[config.mk]
export PLATFORM = sky130hd
export DESIGN_NAME = nibble_autostore_seq
export DESIGN_NICKNAME = d
export VERILOG_FILES = /design/src/rtl/nas_pkg.sv /design/src/rtl/nas_sequencer.sv /design/src/rtl/nas_par_port.sv /design/src/rtl/nas_nibble_store.sv /design/src/rtl/nibble_autostore_seq.sv
export SDC_FILE = /design/constraint.sdc
export NUM_CORES = 1
export LEC_CHECK = 0
export ABC_AREA = 0
export CORE_ASPECT_RATIO = 1.25
export CORE_UTILIZATION = 46
export CTS_CLUSTER_DIAMETER = 100
export CTS_CLUSTER_SIZE = 8
export DETAILED_ROUTE_END_ITERATION = 16
export PLACE_DENSITY = 0.76
export SETUP_SLACK_MARGIN = 0.3
export SYNTH_ARGS = -nofsm -noshare
export SYNTH_HDL_FRONTEND = slang
export SYNTH_SLANG_ARGS = --single-unit
[constraint.sdc]
create_clock -name clk -period 2.2 [get_ports clk]
set_clock_uncertainty 0.2 [all_clocks]
set_input_delay 0.33 -clock clk [delete_from_list [all_inputs] [get_ports clk]]
set_output_delay 0.33 -clock clk [all_outputs]
set_load 0.05 [all_outputs]
[src/rtl/nas_pkg.sv]
package nas_pkg;

    typedef enum logic [2:0] {
        POWER_OFF   = 3'd0,
        RECALL      = 3'd1,
        RESET_HOLD  = 3'd2,
        RUN         = 3'd3,
        WAIT_SERIAL = 3'd4,
        STORE       = 3'd5,
        STORED      = 3'd6
    } seq_state_t;

    // Decoded (active-high) parallel strobes
    typedef struct packed {
        logic sel;
        logic rd;
        logic wr;
    } par_ctl_t;

    // Control from the sequencer to the datapath
    typedef struct packed {
        logic clear;
        logic recall;
        logic commit;
        logic allow;
    } seq_ctl_t;

    function automatic int unsigned max_u(input int unsigned a, input int unsigned b);
        return (a > b) ? a : b;
    endfunction

    function automatic logic in_fail_path(input seq_state_t s);
        return (s == POWER_OFF) || (s == WAIT_SERIAL) || (s == STORE) || (s == STORED);
    endfunction

endpackage

[src/rtl/nas_sequencer.sv]
module nas_sequencer
    import nas_pkg::*;
#(
    parameter int unsigned HOLD_CYCLES  = 5_000_000,
    parameter int unsigned STORE_CYCLES = 250_000
) (
    input  logic       clk,
    input  logic       rst,
    input  logic       supply_ok,
    input  logic       nv_busy,
    output seq_state_t state,
    output seq_ctl_t   ctl
);
    localparam int unsigned CNT_MAX = max_u(HOLD_CYCLES, STORE_CYCLES);
    localparam int unsigned CW      = $clog2(CNT_MAX + 1);
    localparam logic [CW-1:0] HOLD_LAST  = CW'(HOLD_CYCLES - 1);
    localparam logic [CW-1:0] STORE_LAST = CW'(STORE_CYCLES - 1);

    seq_state_t    state_q, state_d;
    logic [CW-1:0] cnt_q, cnt_d;

    always_comb begin
        state_d = state_q;
        cnt_d   = cnt_q;
        unique case (state_q)
            POWER_OFF: if (supply_ok) state_d = RECALL;
            RECALL: begin
                state_d = RESET_HOLD;
                cnt_d   = '0;
            end
            RESET_HOLD: begin
                if (!supply_ok)              state_d = POWER_OFF;
                else if (cnt_q == HOLD_LAST) state_d = RUN;
                else                         cnt_d   = cnt_q + 1'b1;
            end
            RUN: begin
                if (!supply_ok) begin
                    state_d = nv_busy ? WAIT_SERIAL : STORE;
                    cnt_d   = '0;
                end
            end
            WAIT_SERIAL: begin
                if (!nv_busy) begin
                    state_d = STORE;
                    cnt_d   = '0;
                end
            end
            STORE: begin
                if (cnt_q == STORE_LAST) state_d = STORED;
                else                     cnt_d   = cnt_q + 1'b1;
            end
            STORED: state_d = supply_ok ? RECALL : POWER_OFF;
            default: state_d = POWER_OFF;
        endcase
    end

    always_ff @(posedge clk) begin
        if (rst) begin
            state_q <= POWER_OFF;
            cnt_q   <= '0;
        end else begin
            state_q <= state_d;
            cnt_q   <= cnt_d;
        end
    end

    assign state      = state_q;
    assign ctl.clear  = (state_q == POWER_OFF);
    assign ctl.recall = (state_q == RECALL);
    assign ctl.commit = (state_q == STORE) && (cnt_q == STORE_LAST);
    assign ctl.allow  = (state_q == RUN);

    AST_STORE_AFTER_SERIAL: assert property (@(posedge clk) disable iff (rst)
        (state_q == STORE && $past(state_q) != STORE) |-> !$past(nv_busy));
    AST_STORE_FULL_LENGTH: assert property (@(posedge clk) disable iff (rst)
        (state_q == STORE && cnt_q != STORE_LAST) |=> state_q == STORE);
    AST_RUN_AFTER_HOLD: assert property (@(posedge clk) disable iff (rst)
        (state_q == RUN && $past(state_q) != RUN) |-> ($past(state_q) == RESET_HOLD && $past(cnt_q) == HOLD_LAST));
endmodule

[src/rtl/nas_par_port.sv]
module nas_par_port
    import nas_pkg::*;
#(
    parameter int unsigned DATA_W = 4
) (
    input  logic              clk,
    input  logic              rst,
    input  par_ctl_t          pc,
    input  logic              allow,
    input  logic [DATA_W-1:0] dq_in,
    output logic              wr_commit,
    output logic [DATA_W-1:0] wr_data,
    output logic              rd_en
);
    logic              overlap;
    logic              active_q;
    logic [DATA_W-1:0] cap_q;

    assign overlap = pc.sel && pc.wr;

    always_ff @(posedge clk) begin
        if (rst) begin
            active_q <= 1'b0;
            cap_q    <= '0;
        end else begin
            active_q <= overlap && allow;
            if (overlap && allow) cap_q <= dq_in;
        end
    end

    // The write closes when whichever strobe rises first ends the overlap
    assign wr_commit = active_q && !overlap && allow;
    assign wr_data   = cap_q;
    assign rd_en     = allow && pc.sel && pc.rd && !pc.wr;
endmodule

[src/rtl/nas_nibble_store.sv]
module nas_nibble_store
    import nas_pkg::*;
#(
    parameter int unsigned       DATA_W      = 4,
    parameter logic [DATA_W-1:0] SHADOW_INIT = '0
) (
    input  logic              clk,
    input  logic              rst,
    input  seq_ctl_t          ctl,
    input  logic              wr_commit,
    input  logic [DATA_W-1:0] wr_data,
    output logic [DATA_W-1:0] vreg
);
    logic [DATA_W-1:0] vreg_q, shadow_q;

    always_ff @(posedge clk) begin
        if (rst) begin
            vreg_q   <= '0;
            shadow_q <= SHADOW_INIT;
        end else begin
            if (ctl.clear)       vreg_q <= '0;
            else if (ctl.recall) vreg_q <= shadow_q;
            else if (wr_commit)  vreg_q <= wr_data;
            if (ctl.commit) shadow_q <= vreg_q;
        end
    end

    assign vreg = vreg_q;

    AST_SHADOW_ONLY_ON_STORE: assert property (@(posedge clk) disable iff (rst)
        !ctl.commit |=> $stable(shadow_q));
    AST_RECALL_COPIES_SHADOW: assert property (@(posedge clk) disable iff (rst)
        ctl.recall |=> vreg_q == $past(shadow_q));
    AST_NO_WRITE_OUTSIDE_RUN: assert property (@(posedge clk) disable iff (rst)
        (!ctl.allow && !ctl.clear && !ctl.recall) |=> $stable(vreg_q));
endmodule

[src/rtl/nibble_autostore_seq.sv]
module nibble_autostore_seq
    import nas_pkg::*;
#(
    parameter int unsigned       DATA_W       = 4,
    parameter int unsigned       HOLD_CYCLES  = 5_000_000,
    parameter int unsigned       STORE_CYCLES = 250_000,
    parameter logic [DATA_W-1:0] SHADOW_INIT  = '0
) (
    input  logic              clk,
    input  logic              rst,
    input  logic              supply_ok,
    input  logic              nv_busy,
    input  logic              ce_n,
    input  logic              oe_n,
    input  logic              we_n,
    input  logic [DATA_W-1:0] dq_in,
    output logic [DATA_W-1:0] dq_out,
    output logic              dq_oe,
    output logic [DATA_W-1:0] pins_o,
    output logic              reset_out,
    output logic              serial_abort,
    output logic              store_busy
);
    seq_state_t        state;
    seq_ctl_t          ctl;
    par_ctl_t          pc;
    logic              wr_commit;
    logic [DATA_W-1:0] wr_data;
    logic [DATA_W-1:0] vreg;

    assign pc.sel = !ce_n;
    assign pc.rd  = !oe_n;
    assign pc.wr  = !we_n;

    nas_sequencer #(
        .HOLD_CYCLES (HOLD_CYCLES),
        .STORE_CYCLES(STORE_CYCLES)
    ) u_seq (
        .clk      (clk),
        .rst      (rst),
        .supply_ok(supply_ok),
        .nv_busy  (nv_busy),
        .state    (state),
        .ctl      (ctl)
    );

    nas_par_port #(.DATA_W(DATA_W)) u_port (
        .clk      (clk),
        .rst      (rst),
        .pc       (pc),
        .allow    (ctl.allow),
        .dq_in    (dq_in),
        .wr_commit(wr_commit),
        .wr_data  (wr_data),
        .rd_en    (dq_oe)
    );

    nas_nibble_store #(
        .DATA_W     (DATA_W),
        .SHADOW_INIT(SHADOW_INIT)
    ) u_store (
        .clk      (clk),
        .rst      (rst),
        .ctl      (ctl),
        .wr_commit(wr_commit),
        .wr_data  (wr_data),
        .vreg     (vreg)
    );

    assign dq_out       = vreg;
    assign pins_o       = vreg;
    assign reset_out    = (state != RUN) || !supply_ok;
    assign serial_abort = in_fail_path(state) || !supply_ok;
    assign store_busy   = (state == STORE);

    AST_ABORT_HELD_IN_FAIL: assert property (@(posedge clk) disable iff (rst)
        (store_busy || $fell(store_busy)) |-> (reset_out && serial_abort));
endmodule

Yosys cells after proc, flatten, opt, wreduce, memory -nomap -nowiden
Cells that the tools add are included.
W data, S select, Z words.
Storage, ports and cells
  register bits after elaboration: 39
  bits in latches: 0
  RAM bits: 0
  memory bits (read-only): 0
  output and inout bits: 12
  logic and storage cells: 65
  memories kept: 0
Operators by class
  add/subtract/negate cells: 1
  multiply operators: 0
  divide/modulo/power cells: 0
  $lt $le $gt $ge: 0
  equal/unequal tests: 17
  shifts and indexed selects: 0
  multiplexer cells: 17
  bitwise operators: 0
  reduce and logical (&&, ||, !) cells: 24
Operator list (number)
  $mux W23: 5
  $pmux W23 S5: 1
  $add A23 B1 Y23 const B: 1
  $eq A23 B18 Y1 const B: 1
  $eq A23 B23 Y1 const B: 1
  $pmux W3 S7: 1
  $mux W3: 6
  $ne A2 B2 Y1 const B: 6
  $eq A3 B3 Y1 const B: 3
  $logic_and A1 B1 Y1: 8
  $mux W4: 2
  $eq A3 B2 Y1 const B: 2
  $ne A3 B2 Y1 const B: 2
  $reduce_and A6 Y1: 1
  $logic_not A1 Y1: 5
  $logic_or A1 B1 Y1: 5
  $reduce_and A5 Y1: 1
  $reduce_bool A5 Y1: 1
  $eq A3 B1 Y1 const B: 1
  $logic_not A3 Y1: 1
  $mux W1: 2
  $ne A2 B1 Y1 const B: 1
  $reduce_bool A2 Y1: 1
  $reduce_or A2 Y1: 1

Logic depth before layout (Yosys ltp)
Gate-level depths: netlist of the first run.
  depth after elaboration: 7
  mapped depth: 8
  mapped depth without buffers: 6

Cells and area by module
Synthesis of the first run repeated with hierarchy kept, for this count alone.
Second synthesis, totals
  cell total of the unflattened synthesis: 296
  area, all modules: 2519.9 µm²
By module, submodules not included
  nas_sequencer: times used 1, cells an instance 229, area an instance 1865.5 µm², sequential area each 520.5 µm²
  nas_nibble_store: times used 1, cells an instance 30, area an instance 334.1 µm², sequential area each 160.2 µm²
  nas_par_port: times used 1, cells an instance 23, area an instance 234.0 µm², sequential area each 100.1 µm²
  nibble_autostore_seq: times used 1, cells an instance 14, area an instance 86.3 µm², sequential area each 0.0 µm²

Worst setup path after synthesis of the first run
OpenSTA, ideal clock, no wires.
  path kind: register -> output
  start: register u_seq.state_q[0], in the netlist u_seq.state[0]
  end: output port dq_oe
  arrival: 2.471 ns
  path slack: -0.801 ns
  stages on the path, launching flop included: 5
  cells stage by stage: dfxtp_1 buf_2 nor2b_1 nand2_1 nor4b_1
Between the ends
  cells in the longest elaborated chain, start to end: 4
RTL lines
  start, declared: line nas_sequencer.sv:19  | seq_state_t state_q, state_d;
  start signal, assigned: line nas_sequencer.sv:62  | state_q <= state_d;
  $eq A3 B2 Y1: line nas_sequencer.sv:71  | assign ctl.allow = (state_q == RUN);
  $logic_and A1 B1 Y1 (3 in a row): line nas_par_port.sv:34  | assign rd_en = allow && pc.sel && pc.rd && !pc.wr;
  end, declared: line nibble_autostore_seq.sv:18  | output logic dq_oe,
Every way passes these cells.

Worst setup path after layout of the first run
  start: register u_seq.cnt_q[21]
  end: register u_store.shadow_q[1]
Between the ends
  cells in the longest elaborated chain, start to end: 2
RTL lines
  start, declared: line nas_sequencer.sv:20  | logic [CW-1:0] cnt_q, cnt_d;
  start signal, assigned: line nas_sequencer.sv:63  | cnt_q <= cnt_d;
  $eq A23 B18 Y1: line nas_sequencer.sv:70  | assign ctl.commit = (state_q == STORE) && (cnt_q == STORE_LAST);
  $logic_and A1 B1 Y1: line nas_sequencer.sv:70
  end signal, assigned: line nas_nibble_store.sv:24  | if (ctl.commit) shadow_q <= vreg_q;
  end, declared: line nas_nibble_store.sv:14  | logic [DATA_W-1:0] vreg_q, shadow_q;
Every way passes these cells.
A chain may end at the register's enable or synchronous reset.

==> results_dict.tcl, run 1 <==
set metrics [dict create \
    maxCapViolations 0 \
    slew_headroom 0.5864 \
    area_delta_synth_final_pct 38.06 \
    clk_path_buf_depth 2 \
    powerDensity_nw_per_um2 866.1 \
    setup_viol 28 \
    start_util 0.4909 \
    nets 355 \
    rsz0062_at_grt "yes" \
    ant_nets 0 \
    vias 2538 \
    synth.top_cell.area_share 0.3289 \
    fp.dieH_um 82.31 \
    avgRoutedWirePerCell_um 17.24 \
    tns_ns -2.082 \
    synth.yosys.warnings 0 \
    numCtsBuffers 5 \
    hold_viol_final 0 \
    postSynthCellCount 288 \
    h-tree-depth 2 \
    grt_first_pass_wirelength_um 11470 \
    drt_iter0_drc 154 \
    dieArea_um2 5453 \
    tightest_slew_ns 0.6152 \
    instances_no_fill 404 \
    dpl.cell_count 391 \
    syn-cell-area_um2 2374 \
    synth_edf_count 0 \
    drc 0 \
    crit_slowest_cell "or4_4" \
    crit_type "register to register" \
    cp.arrival_ns 2.32 \
    pre_cts_ws_ns -0.1347 \
    cp_data_required_time_ns 2.19 \
    hp-class "register to register" \
    wl_um 6963 \
    grt_start_max_net_pins 34 \
    antenna_cells 0 \
    status "finished with violations" \
    fp.coreArea_um2 4835 \
    clock_latency_ns 0.30 \
    total_power_mw 2.838 \
    io_pins 23 \
    io_buffers 22 \
    fin_util 0.6778 \
    final_area_um2 3277 \
    grt_pass1_vias 2485 \
    synthArstFlopShare 0 \
    crit_fanout 8 \
    finalMaxSlewViolations 0 \
    critPathLaunchType "register" \
    cts-root-buf "clkbuf_8" \
    vdd_drop_max_mv 0.6388 \
    avgSynthCellArea_um2 8.241 \
    crit_path_cell_trace "or4_4 -> or2_4 -> buf_6 -> nor3_4 -> buf_6 -> mux2i_1 -> nor2_1" \
    violations "negative setup slack" \
    syn_nets 300 \
    die_x_um 66.25 \
    drt_first_pass_iters 4 \
    place_hpwl_um 4843 \
    ys_seq_area_frac 0.3289 \
    cts_tree "built" \
    grt-ovfl-total 0 \
    globalplace.congestion 0.9888 \
    num_rows 28 \
    placed_area_um2 3008 \
    leakagePower_nw 1.209 \
    critPathMaxStageDelay_ns 0.54 \
    drive_above_1_share 0.2965 \
    cpMostUsedCell "buf_6" \
    setup_slack_ns -0.1276 \
    min_period_ns 2.328 \
    endpoint_kind "register" \
    ys.flop_type "dfxtp_1" \
    cpLargestDelayFamily "simple AND/OR/NAND/NOR gates" \
    fin_worst_hold_slack_ns 0.3078 \
    finalCritPeriodShare 1.058 \
    path_buf_inv 2 \
    cts.sinks 39 \
    fmax_mhz 429.6 \
    path_clk_slew_ns 0.08 \
    routed_via_density 6.282 \
    synthDistinctLibCells 53 \
    synthTopCellsByArea "dfxtp_1 (33%), mux2i_1 (4.6%), a21oi_1 (4.2%), nor2_1 (4.1%), o311ai_0 (4.1%)" \
    grtUsageTotal 0.2786 \
    yosysTopAreaCell "dfxtp_1" \
    antenna_found_initial 0 \
    synth_seq_cells 39 \
]
power breakdown:
| part | switching (mW) | internal (mW) |
|---|---|---|
| clock network | 0.270 | 0.222 |
| logic | 0.881 | 0.666 |
| registers | 0.0470 | 0.753 |
state kept, by name, summed over array words and instances (netlist names):
register          flops
u_seq.state           3
u_store.vreg          4
u_port.wr_data        4
u_store.shadow_q      4
u_seq.cnt_q          23
u_port.active_q       1
area by class of cell:
class,count,area (µm²)
multi-input combinational,215,1597
fill,386,1558
sequential,39,787.0
timing repair buffer,75,706.9
tap,60,75.07
clock buffer,6,72.57
inverter,7,26.28
clock inverter,2,12.51
cell usage after synthesis (2+ instances only):
library cell,instances
dfxtp_1,39
nor2_1,26
a21oi_1,20
nand2_1,20
clkbuf_1,13
nand3_1,13
mux2i_1,11
o311ai_0,11
o21ai_0,9
nand4_1,8
buf_4,7
inv_1,7
o31ai_1,7
a211oi_1,6
a31oi_1,6
buf_2,6
nor4_1,6
o41ai_1,6
nor3_1,5
or3_1,5
or4_1,5
a41oi_1,4
and3_1,4
and4_1,4
and2_1,3
nand2b_1,3
nor4bb_1,3
a221oi_1,2
nor4_2,2
nor4b_1,2
o32ai_4,2
or2_2,2
placed cells by master (no fill, tap or decap), drive strengths merged, types with 7 or more instances in the layout:
master         count
o311ai            11
nor4               8
nor2              27
o31ai              7
o21ai             10
buf               57
inv                7
dlygate4sd2        8
nand2             21
nand3             14
nand4              8
mux2i             11
a21oi             20
dfxtp             39
clkdlybuf4s50     10
layer usage:
metal | wire length (µm) | track usage
met2 | 3499 | 0.4827
met3 | 362 | 0.04533
met5 | 0 | 0
met4 | 301 | 0.1723
met1 | 2799 | 0.3176
cell families after synthesis:
| kind of cell | after synthesis | synth area share |
|---|---|---|
| AO/OA/AOI/OAI | 81 | 0.2536 |
| XOR/XNOR | 1 | 0.003691 |
| multiplexers | 12 | 0.05113 |
| AND/OR/NAND/NOR | 120 | 0.2862 |
| flip-flops | 39 | 0.3289 |
| adder cells (fa/ha/maj) | 1 | 0.005271 |
| buffers and inverters | 34 | 0.07117 |
timing repair:
item                                    in CTS  in global routing
pin swaps                                    4                  6
hold buffers                                 0                  0
gates resized for setup                     26                 27
cloned                                       0                  1
endpoints found under the setup margin      41                 32
setup buffers                                4                  0
worst reg2reg max path: stages (launching register included):
cell	delay, ns
dfxtp_2	0.33
or4_4	0.54
or2_4	0.29
buf_6	0.13
nor3_4	0.28
buf_6	0.19
mux2i_1	0.20
nor2_1	0.06
final timing paths:
path,start,to,slack [ns],cells past startpoint
max reg2reg,u_seq.cnt_q[21]$_SDFFE_PP0P_,u_store.shadow_q[1]$_SDFFE_PP0P_,-0.13,7
max,u_seq.cnt_q[21]$_SDFFE_PP0P_,u_store.shadow_q[1]$_SDFFE_PP0P_,-0.13,7
min reg2reg,u_port.wr_data[3]$_SDFFE_PP0P_,u_port.wr_data[3]$_SDFFE_PP0P_,0.31,2
min,u_port.wr_data[3]$_SDFFE_PP0P_,u_port.wr_data[3]$_SDFFE_PP0P_,0.31,2
Power figures use the tool's default switching activity.
==> run 2: changes to the inputs <==
--- a/config.mk
+++ b/config.mk
@@ -9,7 +9,7 @@
 export CORE_ASPECT_RATIO = 1.25
 export CORE_UTILIZATION = 46
 export CTS_CLUSTER_DIAMETER = 100
-export CTS_CLUSTER_SIZE = 8
+export CTS_CLUSTER_SIZE = 24
 export DETAILED_ROUTE_END_ITERATION = 16
 export PLACE_DENSITY = 0.76
 export SETUP_SLACK_MARGIN = 0.3
==> results of run 2 <==
No change in the layout: final DEF, timing and power equal those of run 1.
==> run 3: changes to the inputs <==
--- a/config.mk
+++ b/config.mk
@@ -6,6 +6,7 @@
 export NUM_CORES = 1
 export LEC_CHECK = 0
 export ABC_AREA = 0
+export CAP_MARGIN = 10
 export CORE_ASPECT_RATIO = 1.25
 export CORE_UTILIZATION = 46
 export CTS_CLUSTER_DIAMETER = 100
==> results of run 3 <==
No change in the layout: final DEF, timing and power equal those of run 1.
